File: src/rtl/tsx_pkg.sv
package tsx_pkg;
  // width of an index able to address n items (at least one bit)
  function automatic int idx_w(input int n);
    return (n > 1) ? $clog2(n) : 1;
  endfunction
endpackage

File: src/rtl/tsx_slot_ctr.sv
module tsx_slot_ctr
  import tsx_pkg::*;
#(
  parameter int N_PLANES = 4,
  localparam int SLOT_W = idx_w(N_PLANES)
) (
  input  logic              clk,
  input  logic              rst_n,
  output logic [SLOT_W-1:0] slot
);
  logic [SLOT_W-1:0] slot_q, slot_d;
  logic              at_last;

  always_comb begin
    at_last = (slot_q == SLOT_W'(N_PLANES - 1));
    slot_d  = at_last ? '0 : slot_q + SLOT_W'(1);
  end

  always_ff @(posedge clk or negedge rst_n) begin
    if (!rst_n) slot_q <= '0;
    else        slot_q <= slot_d;
  end

  assign slot = slot_q;

  // rotation returns to plane 0 after the last plane
  p_slot_wrap_r3: assert property (@(posedge clk) disable iff (!rst_n)
    (slot_q == SLOT_W'(N_PLANES - 1)) |=> (slot_q == '0));
endmodule

File: src/rtl/tsx_dup_check.sv
module tsx_dup_check #(
  parameter int N_PORTS = 4,
  parameter int SRC_W   = 2
) (
  input  logic [N_PORTS*SRC_W-1:0] perm_src,
  input  logic [N_PORTS-1:0]       perm_vld,
  output logic                     dup
);
  always_comb begin
    dup = 1'b0;
    for (int a = 0; a < N_PORTS; a++) begin
      for (int b = a + 1; b < N_PORTS; b++) begin
        if (perm_vld[a] && perm_vld[b] &&
            (perm_src[a*SRC_W +: SRC_W] == perm_src[b*SRC_W +: SRC_W]))
          dup = 1'b1;
      end
    end
  end
endmodule

File: src/rtl/tsx_plane.sv
module tsx_plane
  import tsx_pkg::*;
#(
  parameter int N_PORTS  = 4,
  parameter int N_PLANES = 4,
  parameter int CELL_W   = 32,
  localparam int SRC_W   = idx_w(N_PORTS),
  localparam int SLICE_W = CELL_W / N_PLANES
) (
  input  logic                      clk,
  input  logic                      rst_n,
  input  logic                      load,
  input  logic [N_PORTS*CELL_W-1:0] in_cell,
  input  logic [N_PORTS-1:0]        in_vld,
  input  logic [N_PORTS*SRC_W-1:0]  cfg_src,
  input  logic [N_PORTS-1:0]        cfg_vld,
  output logic [N_PORTS*CELL_W-1:0] done_cell,
  output logic [N_PORTS-1:0]        done_vld
);
  // held crosspoint setting
  logic [N_PORTS-1:0][SRC_W-1:0]  src_q, src_d;
  logic [N_PORTS-1:0]             cv_q, cv_d;
  logic [N_PORTS-1:0]             iv_q, iv_d;
  // per-input serialiser and per-output reassembly
  logic [N_PORTS-1:0][CELL_W-1:0] sh_q, sh_d;
  logic [N_PORTS-1:0][CELL_W-1:0] acc_q, acc_d;
  logic [N_PORTS-1:0][SLICE_W-1:0] xslice;
  logic [N_PORTS-1:0]             route_ok;

  // crossbar: each output taps the low slice of its selected input
  always_comb begin
    for (int o = 0; o < N_PORTS; o++) begin
      route_ok[o] = cv_q[o] && (int'(src_q[o]) < N_PORTS);
      xslice[o]   = route_ok[o] ? sh_q[src_q[o]][SLICE_W-1:0] : '0;
      done_vld[o] = route_ok[o] && iv_q[src_q[o]];
      done_cell[o*CELL_W +: CELL_W] = done_vld[o] ?
        {xslice[o], acc_q[o][CELL_W-1:SLICE_W]} : '0;
    end
  end

  always_comb begin
    src_d = src_q;
    cv_d  = cv_q;
    iv_d  = iv_q;
    for (int i = 0; i < N_PORTS; i++) begin
      sh_d[i]  = sh_q[i] >> SLICE_W;
      acc_d[i] = {xslice[i], acc_q[i][CELL_W-1:SLICE_W]};
    end
    if (load) begin
      cv_d = cfg_vld;
      iv_d = in_vld;
      for (int i = 0; i < N_PORTS; i++) begin
        src_d[i] = cfg_src[i*SRC_W +: SRC_W];
        sh_d[i]  = in_cell[i*CELL_W +: CELL_W];
      end
    end
  end

  always_ff @(posedge clk or negedge rst_n) begin
    if (!rst_n) begin
      src_q <= '0;
      cv_q  <= '0;
      iv_q  <= '0;
      sh_q  <= '0;
      acc_q <= '0;
    end else begin
      src_q <= src_d;
      cv_q  <= cv_d;
      iv_q  <= iv_d;
      sh_q  <= sh_d;
      acc_q <= acc_d;
    end
  end

  // setting stays frozen between this plane's turns
  p_cfg_hold_r4: assert property (@(posedge clk) disable iff (!rst_n)
    !load |=> ($stable(src_q) && $stable(cv_q) && $stable(iv_q)));
endmodule

File: src/rtl/tsx_fabric.sv
module tsx_fabric
  import tsx_pkg::*;
#(
  parameter int N_PORTS  = 4,
  parameter int N_PLANES = 4,
  parameter int CELL_W   = 32,
  localparam int SRC_W   = idx_w(N_PORTS),
  localparam int SLOT_W  = idx_w(N_PLANES)
) (
  input  logic                      clk,
  input  logic                      rst_n,
  input  logic [N_PORTS*CELL_W-1:0] in_cell,
  input  logic [N_PORTS-1:0]        in_vld,
  input  logic [N_PORTS*SRC_W-1:0]  perm_src,
  input  logic [N_PORTS-1:0]        perm_vld,
  output logic [N_PORTS*CELL_W-1:0] out_cell,
  output logic [N_PORTS-1:0]        out_vld,
  output logic                      perm_err
);
  // reset: asynchronous assert, synchronous release
  logic [1:0] rs_q;
  logic       rst_i;

  always_ff @(posedge clk or negedge rst_n) begin
    if (!rst_n) rs_q <= '0;
    else        rs_q <= {rs_q[0], 1'b1};
  end
  assign rst_i = rs_q[1];

  logic [SLOT_W-1:0] slot;
  logic              dup;
  logic [N_PORTS-1:0] cfg_vld;
  logic [N_PLANES-1:0] load_vec;
  logic [N_PLANES-1:0][N_PORTS*CELL_W-1:0] pl_cell;
  logic [N_PLANES-1:0][N_PORTS-1:0]        pl_vld;

  tsx_slot_ctr #(.N_PLANES(N_PLANES)) u_slot (
    .clk(clk), .rst_n(rst_i), .slot(slot));

  tsx_dup_check #(.N_PORTS(N_PORTS), .SRC_W(SRC_W)) u_dup (
    .perm_src(perm_src), .perm_vld(perm_vld), .dup(dup));

  // a refused matching is delivered as an all-idle setting
  assign cfg_vld = dup ? '0 : perm_vld;

  for (genvar p = 0; p < N_PLANES; p++) begin : g_plane
    assign load_vec[p] = (slot == SLOT_W'(p));
    tsx_plane #(.N_PORTS(N_PORTS), .N_PLANES(N_PLANES), .CELL_W(CELL_W)) u_plane (
      .clk(clk), .rst_n(rst_i), .load(load_vec[p]),
      .in_cell(in_cell), .in_vld(in_vld),
      .cfg_src(perm_src), .cfg_vld(cfg_vld),
      .done_cell(pl_cell[p]), .done_vld(pl_vld[p]));
  end

  // output stage: the plane whose turn it is has just completed its cells
  logic [N_PORTS*CELL_W-1:0] oc_q, oc_d;
  logic [N_PORTS-1:0]        ov_q, ov_d;
  logic                      err_q, err_d;

  always_comb begin
    oc_d  = pl_cell[slot];
    ov_d  = pl_vld[slot];
    err_d = dup;
  end

  always_ff @(posedge clk or negedge rst_i) begin
    if (!rst_i) begin
      oc_q  <= '0;
      ov_q  <= '0;
      err_q <= 1'b0;
    end else begin
      oc_q  <= oc_d;
      ov_q  <= ov_d;
      err_q <= err_d;
    end
  end

  assign out_cell = oc_q;
  assign out_vld  = ov_q;
  assign perm_err = err_q;

  // exactly one plane takes the decision of each cycle
  p_one_load_r3: assert property (@(posedge clk) disable iff (!rst_i)
    $onehot(load_vec));

  for (genvar o = 0; o < N_PORTS; o++) begin : g_chk
    // an idle output carries no stale data
    p_idle_zero_r5: assert property (@(posedge clk) disable iff (!rst_i)
      !ov_q[o] |-> (oc_q[o*CELL_W +: CELL_W] == '0));
  end
endmodule

File: config.mk
export PLATFORM = sky130hd
export DESIGN_NAME = tsx_fabric
export DESIGN_NICKNAME = d
export VERILOG_FILES = /design/src/rtl/tsx_pkg.sv /design/src/rtl/tsx_slot_ctr.sv /design/src/rtl/tsx_dup_check.sv /design/src/rtl/tsx_plane.sv /design/src/rtl/tsx_fabric.sv
export SDC_FILE = /design/constraint.sdc
export NUM_CORES = 1
export LEC_CHECK = 0
export BUFFER_PORTS_ARGS = -buffer_cell sky130_fd_sc_hd__buf_4
export CELL_PAD_IN_SITES_DETAIL_PLACEMENT = 1
export CELL_PAD_IN_SITES_GLOBAL_PLACEMENT = 1
export CORE_MARGIN = 4
export CORE_UTILIZATION = 24
export DETAILED_ROUTE_END_ITERATION = 10
export PLACE_DENSITY = 0.46
export SETUP_SLACK_MARGIN = 0.15
export SYNTH_ARGS = -nofsm -noshare
export SYNTH_HDL_FRONTEND = slang
export SYNTH_SLANG_ARGS = --single-unit
File: constraint.sdc
create_clock -name clk -period 40 [get_ports clk]
set_clock_uncertainty 0.05 [all_clocks]
set_input_delay 2 -clock clk [delete_from_list [all_inputs] [get_ports clk]]
set_output_delay 2 -clock clk [all_outputs]
set_load 0.005 [all_outputs]
Word level (Yosys, flattened, before mapping)
Index checks and enable logic that the tools add are counted.

Register bits: 1225. Input port bits: 146. Output and inout bits: 133. Logic and storage cells: 229.

Add/subtract/negate cells: 1. Order comparisons: 17. Equal/unequal tests: 9. Muxes and demuxes: 112. Reductions and logical operators: 29.

Operators with widths (count): binary-select mux 32 bit (select 2 bit) (16); 2-to-1 mux 128 bit (5); 2-to-1 mux 32 bit (16); binary-select mux 128 bit (select 2 bit) (1); 2-to-1 mux 8 bit (32); less-than comparator 2 x 3 -> 1 bit, second input constant (17); binary-select mux 1 bit (select 2 bit) (16); logical AND 1 bit (28); 2-to-1 mux 1 bit (22); == test 2 bit (6); binary-select mux 4 bit (select 2 bit) (1); 2-to-1 mux 4 bit (2); == test 2 bit, second input constant (2); adder 2 x 1 -> 2 bit, second input constant (1); == test 2 x 1 -> 1 bit, second input constant (1); zero test 2 bit (1); 2-to-1 mux 2 bit (1).

Depth between registers and ports, before layout
Gate-level depths: netlist (run 1).

Word-level depth: 9. Depth in mapped cells: 7. Gate-level depth less buffers: 4.

By module
A second synthesis (run 1) with hierarchy kept.

Cell total of the unflattened synthesis: 2922. Area, all modules: 45717.6 µm².

Modules (own cells, without submodules): tsx_plane (g_plane[1].u_plane ...) (instances 3, cells each 648, area each 9726.8 µm², sequential area each 6005.8 µm²); tsx_plane (g_plane[0].u_plane) (instances 1, cells each 648, area each 9713.1 µm², sequential area each 6005.8 µm²); tsx_fabric (instances 1, cells each 306, area each 6601.3 µm², sequential area each 3378.2 µm²); tsx_dup_check (instances 1, cells each 20, area each 156.4 µm², sequential area each 0.0 µm²); tsx_slot_ctr (instances 1, cells each 4, area each 66.3 µm², sequential area each 50.0 µm²).

Least setup slack after synthesis (run 1)
Ideal clock, no wire load.

Path kind: input -> register. Start point: input perm_src[0]. End point: register g_plane[0].u_plane.cv_q[0]. Setup time: 0.136 ns. Data arrival time: 3.189 ns. Required time: 39.814 ns. Setup slack: 36.625 ns. Cell stages on the path: 6. Path buffers: 2. Cells stage by stage: clkbuf_1 -> xnor2_1 -> nand3_1 -> o21ai_1 -> clkbuf_1 -> o41ai_1.

Word-level cells in the longest chain between the ends: 9. Elaborated cells on any way between the ends: 13. Classes of those cells: eq/ne (3); mux (7); reduce/logical (3).

RTL lines: from (decl) (RTL line tsx_fabric.sv:14) `input logic [N_PORTS*SRC_W-1:0] perm_src,`; == test 2 bit (RTL line tsx_dup_check.sv:14) `(perm_src[a*SRC_W +: SRC_W] == perm_src[b*SRC_W +: SRC_W]))`; logical AND 1 bit (RTL line tsx_dup_check.sv:13) `if (perm_vld[a] && perm_vld[b] &&`; 2-to-1 mux 1 bit (2 in series) (RTL line tsx_dup_check.sv:13); 2-to-1 mux 1 bit * (4 in series) (RTL line tsx_dup_check.sv:13); 2-to-1 mux 4 bit * (RTL line tsx_fabric.sv:44) `assign cfg_vld = dup ? '0 : perm_vld;`; to (signal assigned) (RTL line tsx_plane.sv:68) `cv_q <= cv_d;`; to (decl) (RTL line tsx_plane.sv:22) `logic [N_PORTS-1:0] cv_q, cv_d;`.

Every way passes the cells marked *; elsewhere a longest branch is shown, timed or not. A chain may end at the register's enable or synchronous reset.

==> flow_metrics.py, run 1 <==
metrics = {
    "outcome": {
        "outcome": "completed",
    },
    "final_layout": {
        "nNetsFinal": 3036,
        "fill_cells": 18410,
        "mostFrequentLayoutCell": "dfrtp_1",
        "final_cell_mix": "1095 x dfrtp_1, 432 x mux2_2, 332 x buf_4",
        "drive_above_1_share_pct": 41.35,
        "stdcell_count": 5337,
        "area_delta_synth_final_pct": 20.27,
    },
    "die": {
        "die-area_um2": 185700,
        "placementRows": 154,
        "die_h_um": 430.9,
        "start_util_pct": 24.24,
        "die_w_um": 430.9,
        "io_pins": 279,
        "coreArea_um2": 177100,
    },
    "detailed_routing": {
        "antenna_left": 0,
        "remaining_drc_errors": 0,
        "drt-total-wl_um": 150600,
        "wl_per_cell_um": 28.22,
        "drt_iter0_drc": 1588,
        "vias_per_cell": 4.577,
        "dr_total_vias": 24430,
        "first_pass_iters": 5,
    },
    "logic_synthesis": {
        "yosysUniqueCellTypes": 31,
        "syn_avg_cell_area_um2": 16.38,
        "ys_warn_count": 0,
        "ys_seq_area_share_pct": 63.96,
        "syn_area_um2": 42920,
        "synth_nets": 2770,
        "synth_seq_cells": 1097,
        "syn_inst": 2620,
    },
    "sta": {
        "hold_viol_final": 0,
        "setup_tns_ps": 0,
        "finalCritPeriodShare_pct": 10.95,
        "setup_viol": 0,
        "rsz0062_at_grt": "no",
        "relSlewSlack_pct": 16.54,
        "clock.fmax_mhz": 228.4,
        "drv_slew": 0,
        "fin_crit_ps": 4379,
        "worst_pin_slew_ps": 1244,
    },
    "worst_setup_path": {
        "crit_fanout": 84,
        "critPathRequiredTime_ps": 40690,
        "worstSetupEndpointType": "asynchronous set/reset pin",
        "critPathLaunchType": "register",
        "critPathKind": "register to asynchronous set/reset pin",
        "crit_arrival_ps": 5070,
        "reg2reg_slack_ps": 35620,
    },
    "clocking": {
        "cts-root-buf": "clkbuf_16",
        "cts_tree": "yes",
        "htreeDepth": 4,
        "clk_pin_slew_ps": 60,
        "postCtsHoldBufs": 0,
        "cts.path.max_buffers": 3,
        "cts_inserted_buffers": 131,
        "post_cts_resized": 0,
        "cts.sinks": 1097,
        "insertion_delay_ps": 790,
        "postCtsSetupBuffers": 0,
    },
    "grt": {
        "grt_usage_pct": 16.22,
        "grt_overflow_total": 0,
        "grt_pass1_vias": 27370,
        "grt_max_degree": 197,
        "grt_first_pass_wirelength_um": 216700,
        "antenna_found_initial": 27,
    },
    "placement": {
        "dp_hpwl_um": 107500,
        "port_buffers": 278,
        "routabilityCongestion": 0.8747,
        "dp.cells": 5093,
    },
    "min_path": {
        "hold_class": "register to register",
    },
    "run": {
        "max_cap_violations": 0,
    },
    "power": {
        "p_leak_nw": 23.12,
        "p_total_mw": 2.615,
        "power_density_nw_per_um2": 50.65,
        "max-vdd-ir-drop_uv": 34.69,
    },
}
==> final timing paths <==
check	startpoint	end	cells past startpoint
setup reg to reg	rs_q[1]	g_plane[2].u_plane.sh_q[119]	4
hold reg to reg	g_plane[2].u_plane.acc_d[47]	g_plane[2].u_plane.acc_d[39]	0
hold / removal	g_plane[2].u_plane.acc_d[47]	g_plane[2].u_plane.acc_d[39]	0
min in group asynchronous	rs_q[1]	out_cell[124]	0
setup / recovery	rs_q[1]	g_plane[2].u_plane.sh_q[119]	4
max in group clk	u_slot.slot[1]	g_plane[1].u_plane.cv_q[2]	5
==> synthesized netlist by cell type <==
library cell	count	area share, %
a221oi_1	114	2.3
a221oi_2	142	5.0
and2_1	256	3.7
and3_1	16	0.23
buf_1	16	0.14
buf_12	3	0.14
buf_2	15	0.17
buf_4	8	0.14
buf_6	51	1.3
buf_8	6	0.21
clkbuf_1	94	0.82
clkbuf_2	8	0.093
conb_1	1	0.0087
dfrtp_1	1097	64
ha_1	4	0.12
inv_1	1	0.0087
inv_2	1	0.0087
mux2_2	432	11
mux4_1	42	2.6
mux4_2	102	5.4
nand2_1	16	0.14
nand2b_1	16	0.23
nand3_1	3	0.035
nand4_1	3	0.044
nor2_1	133	1.2
nor3_1	8	0.093
o21ai_1	3	0.035
o41ai_1	16	0.33
or3_1	1	0.015
xnor2_1	9	0.18
xor2_1	3	0.061
==> stage by stage <==
step / cell area, µm² / util, % / setup WS, ps / hold slack (ps)
floorplan: 42920 / - / 7107 / 281.2
global placement: 47140 / 26.62 / 35590 / 291.5
detailed placement: 47140 / 26.62 / 35360 / 297.1
CTS: 51600 / 29.14 / 35340 / 308.9
global route: 51610 / 29.14 / 34830 / 320.3
finish: 51620 / 29.15 / 35620 / 304.1
==> kinds of logic after synthesis <==
kind of cell             synth area share [%]
buffers and inverters                   3.075
flip-flops                              63.96
multiplexers                            19.26
AND/OR/NAND/NOR                         5.687
adder cells (fa/ha/maj)                0.1166
other                                0.008737
XOR/XNOR                               0.2449
AO/OA/AOI/OAI                           7.655
==> critical path: stages (launching register included) <==
cell     delay (ps)
dfrtp_4        1010
buf_4           520
buf_4           800
buf_4           830
buf_4           920
==> flip-flops by register name, indices dropped and copies added, names as in the netlist <==
name,flops
g_plane.u_plane.cv_q,16
u_slot.slot,2
g_plane.u_plane.src_q,32
perm_err,1
out_cell,128
out_vld,4
g_plane.u_plane.acc_d,384
rs_q,2
g_plane.u_plane.iv_q,16
g_plane.u_plane.sh_q,512
==> per-layer routing <==
metal / share of wire (%) / track usage (%) / vias up / wire, µm
met3: 5.2 / 3.482 / 237 / 7793
li1: - / - / 10180 / -
met1: 42 / 20.76 / 13300 / 63320
met4: 3.8 / 6.040 / 10 / 5708
met2: 49 / 26.96 / 701 / 73750
met5: 0.038 / 0 / - / 57
==> cell type report <==
class	instances	area [µm²]	area share (%)
Antenna cell	10	25.02	0.04847
Timing Repair Buffer	334	2532	4.905
Clock inverter	55	760.7	1.474
Clock buffer	179	3699	7.164
Sequential cell	1097	27460	53.19
Inverter	2	10.01	0.01939
Tap cell	2340	2928	5.671
Multi-Input combinational cell	1320	14210	27.53
==> power breakdown <==
group	leakage, nW	internal, mW	total (mW)	switching, mW
clock network	2.18	0.712	1.21	0.495
registers	14.2	1.17	1.23	0.0578
logic	6.77	0.0721	0.177	0.105
Power figures use the tool's default switching activity.
==> inputs of run 2 (changes only) <==
- ABC_AREA: default -> 1
- PLACE_DENSITY: 0.46 -> 0.51
- clock period: 40 -> 3.8 ns (I/O delays scaled with it)
==> flow_metrics.py, run 2 <==
metrics = {
    "detailed_routing": {
        "vias_per_cell": 4.363,
        "antenna_left": 0,
        "wl_per_cell_um": 22.23,
        "first_pass_iters": 5,
        "drt-total-wl_um": 177400,
        "dr_total_vias": 34810,
        "remaining_drc_errors": 0,
        "drt_iter0_drc": 2536,
    },
    "clocking": {
        "cts.path.max_buffers": 3,
        "htreeDepth": 4,
        "cts.sinks": 1097,
        "cts-root-buf": "clkbuf_16",
        "postCtsSetupBuffers": 0,
        "cts_tree": "yes",
        "clk_pin_slew_ps": 60,
        "cts_inserted_buffers": 135,
        "insertion_delay_ps": 760,
    },
    "sta": {
        "finalCritPeriodShare_pct": 69.59,
        "hold_viol_final": 0,
        "setup_tns_ps": 0,
        "worst_pin_slew_ps": 972.7,
        "rsz0062_at_grt": "no",
        "setup_viol": 0,
        "setup_ws_ps": 1156,
        "fin_crit_ps": 2645,
        "drv_slew": 0,
        "relSlewSlack_pct": 35.16,
        "clock.fmax_mhz": 378.1,
    },
    "logic_synthesis": {
        "yosys_most_used_dff": "dfrtp_1",
        "synth_compound_area_share_pct": 6.891,
        "ys_seq_area_share_pct": 61.83,
        "async_reset_ff_share_pct": 100.0,
        "synth_xor_area_share_pct": 0.01973,
        "yosysUniqueCellTypes": 27,
        "synth_top_family_by_area": "simple AND/OR/NAND/NOR gates",
        "synth_seq_cells": 1097,
        "synthMuxAreaShare_pct": 0,
        "synth.most_common_cell": "nand2_1",
        "syn_area_um2": 44400,
        "ys_warn_count": 0,
        "syn_inst": 5044,
        "synth_edf_count": 0,
        "netlist_top_cells_count": "2642 x nand2_1, 1097 x dfrtp_1, 285 x inv_1, 148 x a21oi_1, 137 x nor2_1",
        "synth_nets": 5194,
        "synth-simple-area-share_pct": 25.12,
        "yosys-top-cells-area": "dfrtp_1 62%, nand2_1 22%, a32oi_1 2.5%, inv_1 2.4%, a21oi_1 1.7%",
        "synth_top_cell_by_area": "dfrtp_1",
        "synth_top_area_share_pct": 61.83,
        "synth_adder_area_share_pct": 0.1127,
        "syn_avg_cell_area_um2": 8.802,
    },
    "final_layout": {
        "largest_register_ffs": 512,
        "mostFrequentLayoutCell": "nand2_1",
        "final_cell_mix": "2642 x nand2_1, 1095 x dfrtp_1, 321 x buf_4",
        "nNetsFinal": 5566,
        "utilization_pct": 30.01,
        "drive_above_1_share_pct": 10.97,
        "largest_register": "g_plane.u_plane.sh_q",
        "fill_cells": 21320,
        "area_delta_synth_final_pct": 24.02,
    },
    "worst_setup_path": {
        "crit_cells": 5,
        "rr_startpoint": "u_slot.slot[0]",
        "crit_chain": "inv_1 > ha_4 > buf_12 > nand2_1 > nand2_1",
        "endpoint": "g_plane[2].u_plane.sh_q[5]",
        "cp-startpoint": "u_slot.slot[0]",
        "critPathLaunchType": "register",
        "cp_slowest_cell": "dfrtp_1",
        "reg2reg_slack_ps": 1160,
        "r2r_end": "g_plane[2].u_plane.sh_q[5]",
        "path_buf_inv": 2,
        "worstSetupEndpointType": "register",
        "critPathKind": "register to register",
        "critPathMaxStageDelay_ps": 700,
        "crit_family": "buffers and inverters",
        "crit_fanout": 145,
        "crit_arrival_ps": 3270,
        "ff2ff_path_depth": 5,
        "crit_top_cell": "nand2_1",
        "critPathRequiredTime_ps": 4420,
    },
    "grt": {
        "grt_first_pass_wirelength_um": 261900,
        "grt_overflow_total": 0,
        "grt_usage_pct": 18.47,
        "antenna_found_initial": 25,
        "grt_pass1_vias": 36570,
        "grt_max_degree": 158,
    },
    "power": {
        "p_total_mw": 27.74,
        "max-vdd-ir-drop_uv": 303.4,
        "power_density_nw_per_um2": 503.7,
        "p_leak_nw": 29.09,
    },
    "die": {
        "coreArea_um2": 183500,
        "die-area_um2": 191900,
        "die_h_um": 438.1,
        "die_w_um": 438.1,
        "start_util_pct": 24.20,
        "placementRows": 157,
        "io_pins": 279,
    },
    "outcome": {
        "outcome": "completed",
    },
    "run": {
        "max_cap_violations": 0,
    },
    "placement": {
        "routabilityCongestion": 0.9516,
        "port_buffers": 278,
        "place_ws_ps": 1174,
        "dp_hpwl_um": 126600,
    },
    "min_path": {
        "hold_class": "input pin to register",
    },
}
[run 2: tightest hold or removal path: cells and delay by family]
kind | cells | cell delay, ps
and+or+nand+nor | 1 | 40
buffers and inverters | 3 | 680
[run 2: per-stage QoR]
step / instances / cell area, µm² / hold WS [ps]
after floorplan: 5044 / 44400 / -155.6
after global placement: 7596 / 49180 / -76.03
after detailed placement: 7596 / 49180 / -75.63
after CTS: 7969 / 55040 / 48.49
after global routing: 7971 / 55040 / 112.0
final: 7978 / 55060 / 132.4
[run 2: metal layers]
layer	wire length [µm]	global-route usage, %	up-vias	share of wire, %
met2	83080	30.11	794	47
li1	-	-	16320	-
met3	7345	3.010	326	4.1
met1	79600	24.54	17370	45
met4	7287	7.254	8	4.1
met5	48	0	-	0.027
[run 2: logic make-up after synthesis]
kind of cell,count (synthesis)
buffers and inverters,593
AO/OA/AOI/OAI,430
other,1
flip-flops,1097
AND/OR/NAND/NOR,2918
XOR/XNOR,1
adder cells (fa/ha/maj),4
[run 2: report_power, final]
part / switching (mW) / leakage, nW / internal (mW)
sequential: 0.594 / 14.2 / 12.3
combinational: 1.39 / 12.8 / 0.687
clock: 5.09 / 2.16 / 7.67
total: 7.07 / 29.1 / 20.7
[run 2: worst min path at each step]
| stage | end | start | cells past startpoint | slack [ps] |
|---|---|---|---|---|
| finish | g_plane[1].u_plane.sh_q[126] | in_cell[126] | 4 | 130 |
| global route | g_plane[0].u_plane.sh_q[28] | in_cell[28] | 4 | 110 |
| CTS | g_plane[1].u_plane.sh_q[126] | in_cell[126] | 4 | 50 |
| detailed placement | rs_q[0] | rst_n | 1 | -80 |
| global placement | rs_q[0] | rst_n | 1 | -80 |
| floorplan | rs_q[0] | rst_n | 0 | -160 |
[run 2: layout make-up]
type	count	area [µm²]	share of cell area [%]
Clock inverter	41	505.5	0.9181
Inverter	328	1265	2.297
Timing Repair Buffer	500	4522	8.213
Antenna cell	9	22.52	0.04090
Tap cell	2464	3083	5.599
Sequential cell	1097	27460	49.87
Multi-Input combinational cell	3354	14330	26.02
Clock buffer	185	3881	7.049
[run 2: what timing repair did]
action | in CTS | in global routing
hold buffers | 147 | 0
hold endpoints to repair | 578 | 0
resized for setup | 0 | 0
==> inputs of run 3 (changes only) <==
- PLACE_DENSITY: 0.51 -> 0.5
- clock period: 3.8 -> 2.6 ns (I/O delays scaled with it)
==> flow_metrics.py, run 3 (synthesis gave the netlist of run 2 again) <==
metrics = {
    "die": {
        "start_util_pct": 24.20,
        "coreArea_um2": 183500,
        "io_pins": 279,
        "die_w_um": 438.1,
        "die-area_um2": 191900,
        "placementRows": 157,
        "die_h_um": 438.1,
    },
    "sta": {
        "setup_tns_ps": 0,
        "fin_crit_ps": 2258,
        "rsz0062_at_grt": "yes",
        "hold_viol_final": 0,
        "setup_viol": 0,
        "relSlewSlack_pct": 20.02,
        "drv_slew": 0,
        "finalCritPeriodShare_pct": 86.86,
        "worst_pin_slew_ps": 1197,
        "clock.fmax_mhz": 442.8,
    },
    "grt": {
        "grt_first_pass_wirelength_um": 268900,
        "grt_max_degree": 110,
        "grt_usage_pct": 18.93,
        "antenna_found_initial": 17,
        "grt_overflow_total": 0,
        "top_usage_layer": "met2",
        "use_met3_pct": 3.070,
        "grt_pass1_vias": 37580,
        "grtUsageMet1_pct": 25.32,
        "grt_use_met2_pct": 30.69,
    },
    "final_layout": {
        "largest_register_ffs": 512,
        "multi_input_area_um2": 14330,
        "drive_above_1_share_pct": 12.89,
        "area.sequential_um2": 27460,
        "largest_register": "g_plane.u_plane.sh_q",
        "utilization_pct": 30.85,
        "area_delta_synth_final_pct": 27.52,
        "mostFrequentLayoutCell": "nand2_1",
        "stdcell_count": 8115,
        "final_cell_mix": "2642 x nand2_1, 1095 x dfrtp_1, 406 x buf_4",
        "fill_cells": 21290,
        "nNetsFinal": 5685,
    },
    "worst_setup_path": {
        "worstSetupEndpointType": "register",
        "path_buf_inv": 2,
        "crit_arrival_ps": 2930,
        "crit_fanout": 25,
        "crit_family": "buffers and inverters",
        "crit_cells": 5,
        "crit_chain": "ha_4 > buf_4 > nand4_1 > dlygate4sd3_1 > nand2_1",
        "critPathRequiredTime_ps": 3270,
        "critPathMaxStageDelay_ps": 680,
        "critPathLaunchType": "register",
        "cp_slowest_cell": "dfrtp_2",
        "critPathKind": "register to register",
        "ff2ff_path_depth": 5,
    },
    "clocking": {
        "cts.path.max_buffers": 3,
        "cts-root-buf": "clkbuf_16",
        "cts.sinks": 1097,
        "clk_pin_slew_ps": 60,
        "post_cts_resized": 0,
        "cts_inserted_buffers": 133,
        "htreeDepth": 4,
        "cts_tree": "yes",
        "insertion_delay_ps": 800,
    },
    "placement": {
        "port_buffers": 278,
        "dp.cells": 7702,
        "dp_hpwl_um": 130700,
        "routabilityCongestion": 0.9356,
    },
    "detailed_routing": {
        "remaining_drc_errors": 0,
        "wl_per_cell_um": 22.38,
        "antenna_left": 0,
        "drt_iter0_drc": 2426,
        "drt-total-wl_um": 181600,
        "vias_per_cell": 4.363,
        "dr_total_vias": 35410,
        "first_pass_iters": 5,
    },
    "outcome": {
        "outcome": "completed",
    },
    "min_path": {
        "hold_class": "input pin to register",
        "worstHoldPathCells": 4,
    },
    "run": {
        "max_cap_violations": 0,
    },
    "power": {
        "power_density_nw_per_um2": 739.2,
        "max-vdd-ir-drop_uv": 525.0,
        "p_leak_nw": 29.88,
    },
}
==> run 3: cell count changes in the layout (fill, tap and decap cells not counted), moves of 2 or more <==
cell           delta
clkinv_8          -2
dlygate4sd3_1    +15
buf_12           +21
buf_4            +85
clkbuf_8          +7
inv_6             +3
clkinv_16         +6
bufinv_16         +5
clkbuf_16         -5
inv_16            +2
==> run 3: what timing repair did <==
item                                   CTS  global route
setup endpoints to repair                0             5
endpoints found under the hold margin  579             0
hold buffers                           162             0
setup buffers                            0             0
==> run 3: metrics by stage <==
step | area (µm²) | hold WS (ps) | total power [mW] | setup slack [ps]
floorplan | 44400 | -215.6 | 20.23 | -7963
global placement | 50230 | -134.7 | 22.17 | 305.7
detailed placement | 50230 | -134.4 | 22.22 | 335.9
CTS | 56590 | 6.359 | 42.50 | 312.2
global route | 56600 | 45.16 | 43.64 | 134.4
finish | 56610 | 69.43 | 41.85 | 341.6
==> run 3: worst min-delay path: stages <==
cell	delay (ps)
dlygate4sd3_1	520
buf_4	120
nand2_1	50
inv_1	40
==> run 3: cell type report <==
class                   instances  area share (%)
flip-flops and latches       1097           48.50
multi-input cells            3354           25.30
repair buffers                621           10.12
clock buffers                 186           6.799
well taps                    2464           5.446
inverters                     328           2.226
clock inverters                56           1.563
diodes                          9         0.03978
==> run 3: path summary, 6_finish.rpt <==
| kind | from | to | slack [ps] |
|---|---|---|---|
| min in group asynchronous | rst_n | rs_q[1] | 160 |
| setup reg to reg | u_slot.slot[1] | g_plane[3].u_plane.cv_q[1] | 340 |
| setup / recovery | u_slot.slot[1] | g_plane[3].u_plane.cv_q[1] | 340 |
| hold / removal | in_cell[27] | g_plane[1].u_plane.sh_q[27] | 70 |
| max in group asynchronous | rs_q[1] | g_plane[1].u_plane.acc_d[9] | 1140 |
| hold reg to reg | rs_q[1] | g_plane[0].u_plane.sh_q[71] | 230 |
==> run 3: report_power, final <==
part	internal [mW]	switching (mW)
Sequential	18.0	0.837
Clock	11.8	7.95
Combinational	1.14	2.12
Total	30.9	10.9
==> run 3: metal layers <==
metal | vias up | wire [µm] | part of all wire (%)
li1 | 16570 | - | -
met1 | 17750 | 82180 | 45
met2 | 767 | 84780 | 47
met3 | 315 | 7190 | 4.0
met4 | 8 | 7436 | 4.1
met5 | - | 48 | 0.026
